<file path="config.mk">
export PLATFORM = sky130hd
export DESIGN_NAME = keyed_wdog
export DESIGN_NICKNAME = d
export VERILOG_FILES = /design/src/rtl/kwd_pkg.sv /design/src/rtl/kwd_regs.sv /design/src/rtl/kwd_counter.sv /design/src/rtl/keyed_wdog.sv
export SDC_FILE = /design/constraint.sdc
export NUM_CORES = 1
export LEC_CHECK = 0
export ABC_CLOCK_PERIOD_IN_PS = 5100
export CORE_MARGIN = 3
export CORE_UTILIZATION = 57
export CTS_CLUSTER_DIAMETER = 30
export DETAILED_ROUTE_END_ITERATION = 8
export PLACE_DENSITY = 0.84
export REMOVE_ABC_BUFFERS = 1
export SLEW_MARGIN = 20
export SYNTH_ARGS = -nofsm -noshare
export SYNTH_HDL_FRONTEND = slang
export SYNTH_SLANG_ARGS = --single-unit
export TNS_END_PERCENT = 50
</file>
<file path="constraint.sdc">
create_clock -name clk -period 5.1 [get_ports clk]
set_input_delay 0.51 -clock clk [delete_from_list [all_inputs] [get_ports clk]]
set_output_delay 0.51 -clock clk [all_outputs]
set_load 0.03 [all_outputs]
</file>
<file path="src/rtl/kwd_pkg.sv">
package kwd_pkg;
  localparam int DATA_W    = 8;
  localparam int SEL_W     = 3;
  localparam int BASE_EXP  = 10;
  localparam int CNT_W     = BASE_EXP + (1 << SEL_W) - 1;

  localparam logic [DATA_W-1:0] RESTART_KEY  = 8'hAC;
  localparam logic [DATA_W-1:0] RESTART_SHOW = 8'h9A;
  localparam logic [SEL_W-1:0]  SEL_DEFAULT  = '1;

  typedef enum logic [1:0] {
    REG_MODE    = 2'd0,
    REG_RESTART = 2'd1
  } reg_id_e;

  // last count value of a period of 2^(BASE_EXP+sel) ticks
  function automatic logic [CNT_W-1:0] last_count(input logic [SEL_W-1:0] sel);
    logic [31:0] full;
    full = (32'd1 << (BASE_EXP + int'(sel))) - 32'd1;
    return full[CNT_W-1:0];
  endfunction

  function automatic logic [DATA_W-1:0] mode_view(input logic [SEL_W-1:0] sel);
    return {{(DATA_W-SEL_W){1'b0}}, sel};
  endfunction
endpackage

</file>
<file path="src/rtl/kwd_regs.sv">
module kwd_regs
  import kwd_pkg::*;
#(
  parameter int ADDR_W = 2
) (
  input  logic                 clk,
  input  logic                 rst_n,
  input  logic                 soft_clr,
  input  logic [ADDR_W-1:0]    addr,
  input  logic                 wr_en,
  input  logic                 rd_en,
  input  logic                 bitop,
  input  logic [DATA_W-1:0]    wdata,
  output logic [SEL_W-1:0]     period_sel,
  output logic                 mode_locked,
  output logic                 restart_ok,
  output logic                 key_fault,
  output logic [DATA_W-1:0]    rdata
);
  localparam logic [ADDR_W-1:0] A_MODE    = ADDR_W'(REG_MODE);
  localparam logic [ADDR_W-1:0] A_RESTART = ADDR_W'(REG_RESTART);

  logic mode_hit, restart_hit, mode_accept;

  assign mode_hit    = wr_en && (addr == A_MODE);
  assign restart_hit = wr_en && (addr == A_RESTART);
  assign mode_accept = mode_hit && !bitop && !mode_locked;
  assign restart_ok  = restart_hit && !bitop && (wdata == RESTART_KEY);
  assign key_fault   = restart_hit && !restart_ok;

  always_ff @(posedge clk or negedge rst_n) begin
    if (!rst_n) begin
      period_sel  <= SEL_DEFAULT;
      mode_locked <= 1'b0;
    end else if (soft_clr) begin
      period_sel  <= SEL_DEFAULT;
      mode_locked <= 1'b0;
    end else if (mode_accept) begin
      period_sel  <= wdata[SEL_W-1:0];
      mode_locked <= 1'b1;
    end
  end

  always_comb begin
    rdata = '0;
    if (rd_en) begin
      if (addr == A_MODE)         rdata = mode_view(period_sel);
      else if (addr == A_RESTART) rdata = RESTART_SHOW;
    end
  end
endmodule

</file>
<file path="src/rtl/kwd_counter.sv">
module kwd_counter
  import kwd_pkg::*;
(
  input  logic              clk,
  input  logic              rst_n,
  input  logic              tick,
  input  logic              run_en,
  input  logic              clear,
  input  logic [SEL_W-1:0]  period_sel,
  output logic [CNT_W-1:0]  count,
  output logic              ovf_evt
);
  logic step;

  assign step    = tick && run_en;
  assign ovf_evt = step && (count >= last_count(period_sel));

  always_ff @(posedge clk or negedge rst_n) begin
    if (!rst_n)     count <= '0;
    else if (clear) count <= '0;
    else if (step)  count <= count + CNT_W'(1);
  end
endmodule

</file>
<file path="src/rtl/keyed_wdog.sv">
module keyed_wdog
  import kwd_pkg::*;
#(
  parameter int ADDR_W = 2
) (
  input  logic              clk,
  input  logic              rst_n,
  input  logic              tick,
  input  logic [ADDR_W-1:0] addr,
  input  logic              wr_en,
  input  logic              rd_en,
  input  logic              bitop,
  input  logic [7:0]        wdata,
  output logic [7:0]        rdata,
  input  logic              lp_freeze_strap,
  input  logic              lp_active,
  output logic              rst_req,
  output logic              mode_locked
);
  logic [SEL_W-1:0] period_sel;
  logic [CNT_W-1:0] count;
  logic restart_ok, key_fault, ovf_evt, fault, run_en, clr_cnt;

  assign fault   = key_fault | ovf_evt;
  assign run_en  = !(lp_freeze_strap && lp_active);
  assign clr_cnt = restart_ok | fault;

  kwd_regs #(.ADDR_W(ADDR_W)) u_regs (
    .clk(clk), .rst_n(rst_n), .soft_clr(fault),
    .addr(addr), .wr_en(wr_en), .rd_en(rd_en), .bitop(bitop), .wdata(wdata),
    .period_sel(period_sel), .mode_locked(mode_locked),
    .restart_ok(restart_ok), .key_fault(key_fault), .rdata(rdata)
  );

  kwd_counter u_cnt (
    .clk(clk), .rst_n(rst_n), .tick(tick), .run_en(run_en), .clear(clr_cnt),
    .period_sel(period_sel), .count(count), .ovf_evt(ovf_evt)
  );

  always_ff @(posedge clk or negedge rst_n) begin
    if (!rst_n) rst_req <= 1'b0;
    else        rst_req <= fault;
  end
endmodule

</file>
==> results.json <==
{
  "die_x_um": 60.1,
  "internal_power_uw": 293,
  "fin_nets": 258,
  "num_vias": 1490,
  "syn_area_mm2": 0.00167,
  "synth_top_cell_area_share_pct": 28.5,
  "cpPeakStageDelay_ns": 0.62,
  "hpwl_mm": 3.14,
  "path_class": "reg -> reg",
  "avgSynthCellArea_um2": 9.08,
  "dr.first_iter.drc_count": 45,
  "cts_made_buffers": 3,
  "ys_types": 40,
  "cp_cell_sequence": "inv_1, ha_1, nor3b_1, xor2_1, ha_1, a211oi_1, o21a_1, o21ai_0, a22oi_1, o2111ai_1",
  "track_usage_pct": 23.6,
  "synth_top_area_cell": "dfrtp_1",
  "cp_slowest_cell": "dfstp_2",
  "fin_setup_tns_ns": 0,
  "ys_seq_area_share_pct": 33.2,
  "crit_family": "compound AO/OA/AOI/OAI gates",
  "fmax_mhz": 296,
  "synth.area.top_cells": "dfrtp_1 28%, ha_1 17%, xnor2_1 5.2%",
  "min_period_ns": 3.38,
  "portBuffers": 25,
  "design.core.area_mm2": 0.00278,
  "grt_pass1_vias": 1535,
  "power.leakage_nw": 0.928,
  "place.gp.congestion": 0.896,
  "pwr-share-clk_pct": 18.0,
  "wirelength_mm": 3.87,
  "synth-xor-area-share_pct": 8.91,
  "initial_core_util_pct": 60.1,
  "path_common_cell": "ha_1",
  "arrival_ns": 3.56,
  "clk_pin_slew_ns": 0.13,
  "synth_top_family_by_area": "simple AND/OR/NAND/NOR gates",
  "rsz0062_at_grt": "false",
  "worstMarginPinSlew_ns": 0.958,
  "diodes": 0,
  "dp_slack_ns": 1.86,
  "num_io_pins": 28,
  "hold_class": "in -> async",
  "numClockSinks": 22,
  "areaGrowthSynthToFinish_pct": 18.3,
  "cts_resized": 0,
  "worstPathRequired_ns": 5.28,
  "final_common_cell": "clkdlybuf4s50_1",
  "cp-start-kind": "flop",
  "max-slew-margin-rel_pct": 35.3,
  "gr-total-overflow": 0,
  "holdBufCountCts": 0,
  "fin_crit_sh_pct": 66.3,
  "ys_ff_latch": 22,
  "end_kind": "flop",
  "drc_errors": 0,
  "power_frac_seq_pct": 47.1,
  "num_rows": 19,
  "synthMuxAreaShare_pct": 0,
  "drt-vias-per-instance": 6.03,
  "power_density_mw_per_mm2": 232,
  "wl_per_cell_um": 15.7,
  "report.final.hold_viol_count": 0,
  "die-height_um": 60.1,
  "drt_first_pass_iters": 6,
  "clock_path_buffers": 2,
  "antenna_found_initial": 0,
  "final.setup_skew_ns": 0.0112,
  "dieArea_mm2": 0.00362,
  "ir_drop_mv": 0.175,
  "yosys.area_share.simple_pct": 22.4,
  "cts_setup_buffers": 0,
  "finalMaxSlewViolations": 0,
  "combPwrFrac_pct": 34.9,
  "syn_inst": 184,
  "fillers": 240,
  "grt_pass1_wl_mm": 6.48,
  "path_buf_inv": 1,
  "design_power_total_uw": 458,
  "synth-adder-area-share_pct": 17.2,
  "setup-violations-final": 0,
  "ys.warnings.count": 0,
  "p_switching_uw": 165,
  "grt_start_max_net_pins": 23,
  "fin_ws_ns": 1.72,
  "htreeDepth": 1,
  "swShare_pct": 36.0,
  "clock_latency_ns": 0.30,
  "cts-root-buf": "clkbuf_4",
  "synth_compound_gate_area_share_pct": 13.8,
  "status": "finished clean",
  "final_cell_mix": "24 x clkdlybuf4s50_1, 23 x ha_1, 22 x nor2_1",
  "max-cap-violations": 0,
  "cts_tree": "yes",
  "worstPathMaxFanout": 8,
  "finalCoreUtilization_pct": 71.0,
  "drive_gt1_share_pct": 6.02,
  "ant_nets": 0
}
## power by group through the flow
stage / clock network [mW] / registers (mW) / logic, mW
6_report: 0.0823 / 0.216 / 0.160
5_1_grt: 0.0919 / 0.219 / 0.177
3_5_place_dp: 0 / 0.219 / 0.155
2_1_floorplan: 0 / 0.216 / 0.101
3_3_place_gp: 0 / 0.217 / 0.145
4_1_cts: 0.0826 / 0.215 / 0.157
## per-layer routing
metal	up-vias	track usage, %	share of wire (%)
met5	-	0	0
met1	701	26.4	40
li1	719	-	-
met2	66	43.8	53
met4	0	8.86	1.2
met3	4	3.89	6.0
## area by class of cell
cell class	count	area, um^2	share of cell area (%)
repair buffers	25	245	12.4
inverters	8	30.0	1.52
well taps	31	38.8	1.96
multi-input cells	157	1080	54.7
flip-flops and latches	22	554	28.1
clock buffers	4	26.3	1.33
## path summary, 6_finish.rpt
check	start	to	slack, ns	cells past startpoint
max	u_regs.period_sel[1]	u_regs.period_sel[0]	1.72	10
max reg2reg	u_regs.period_sel[1]	u_regs.period_sel[0]	1.72	10
min	rst_n	u_cnt.count[7]	0.14	1
min reg2reg	u_cnt.count[16]	u_cnt.count[16]	0.59	2
max in group asynchronous	rst_n	u_regs.period_sel[2]	4.59	1
min in group clk	u_cnt.count[16]	u_cnt.count[16]	0.59	2
## registers in the layout (all words and copies together) (netlist names)
| signal | flops |
|---|---|
| u_regs.mode_locked | 1 |
| rst_req | 1 |
| u_cnt.count | 17 |
| u_regs.period_sel | 3 |
## Yosys cell counts
cell type,count
o2111ai_1,4
buf_4,4
and4b_1,1
dfstp_2,3
nand3_1,8
inv_1,8
o21ai_0,3
nor4_1,4
a22o_1,1
a21o_1,1
o211a_1,1
ha_1,23
or3_1,1
conb_1,1
a21boi_2,1
a211o_1,1
nand2b_1,2
dfrtp_1,19
o21a_1,2
a211oi_1,2
a21bo_2,1
nand2_1,17
buf_6,1
or2_2,1
xnor2_1,10
nor3_1,9
xor2_1,7
a22oi_1,1
nor4bb_1,1
o41ai_1,2
o31ai_1,1
nand4_1,4
nor2_1,22
a221o_2,1
and3_1,2
nor3b_1,1
a21oi_1,10
and4_4,1
nor4b_1,1
nand3b_1,1
## worst register-to-register path: cells and delay by family, from the launching register on
family / cells / cell delay (ns)
fa+ha+maj: 2 / 0.68
compound gates: 5 / 1.29
xor+xnor: 1 / 0.20
simple gates: 1 / 0.33
flops: 1 / 0.62
buf+inv: 1 / 0.13
## cell families after synthesis
| logic type | count (synthesis) |
|---|---|
| other | 1 |
| AND/OR/NAND/NOR | 76 |
| AO/OA/AOI/OAI | 32 |
| buffers and inverters | 13 |
| adder cells (fa/ha/maj) | 23 |
| flip-flops | 22 |
| XOR/XNOR | 17 |
## per-stage QoR
stage | std cells | cell area [um^2] | hold WS (ns)
finish | 247 | 1980 | 0.140
CTS | 247 | 1970 | 0.589
global route | 247 | 1980 | 0.166
global placement | 243 | 1950 | 0.546
floorplan | 187 | 1660 | 0.214
detailed placement | 243 | 1950 | 0.559
Power figures use the tool's default switching activity.
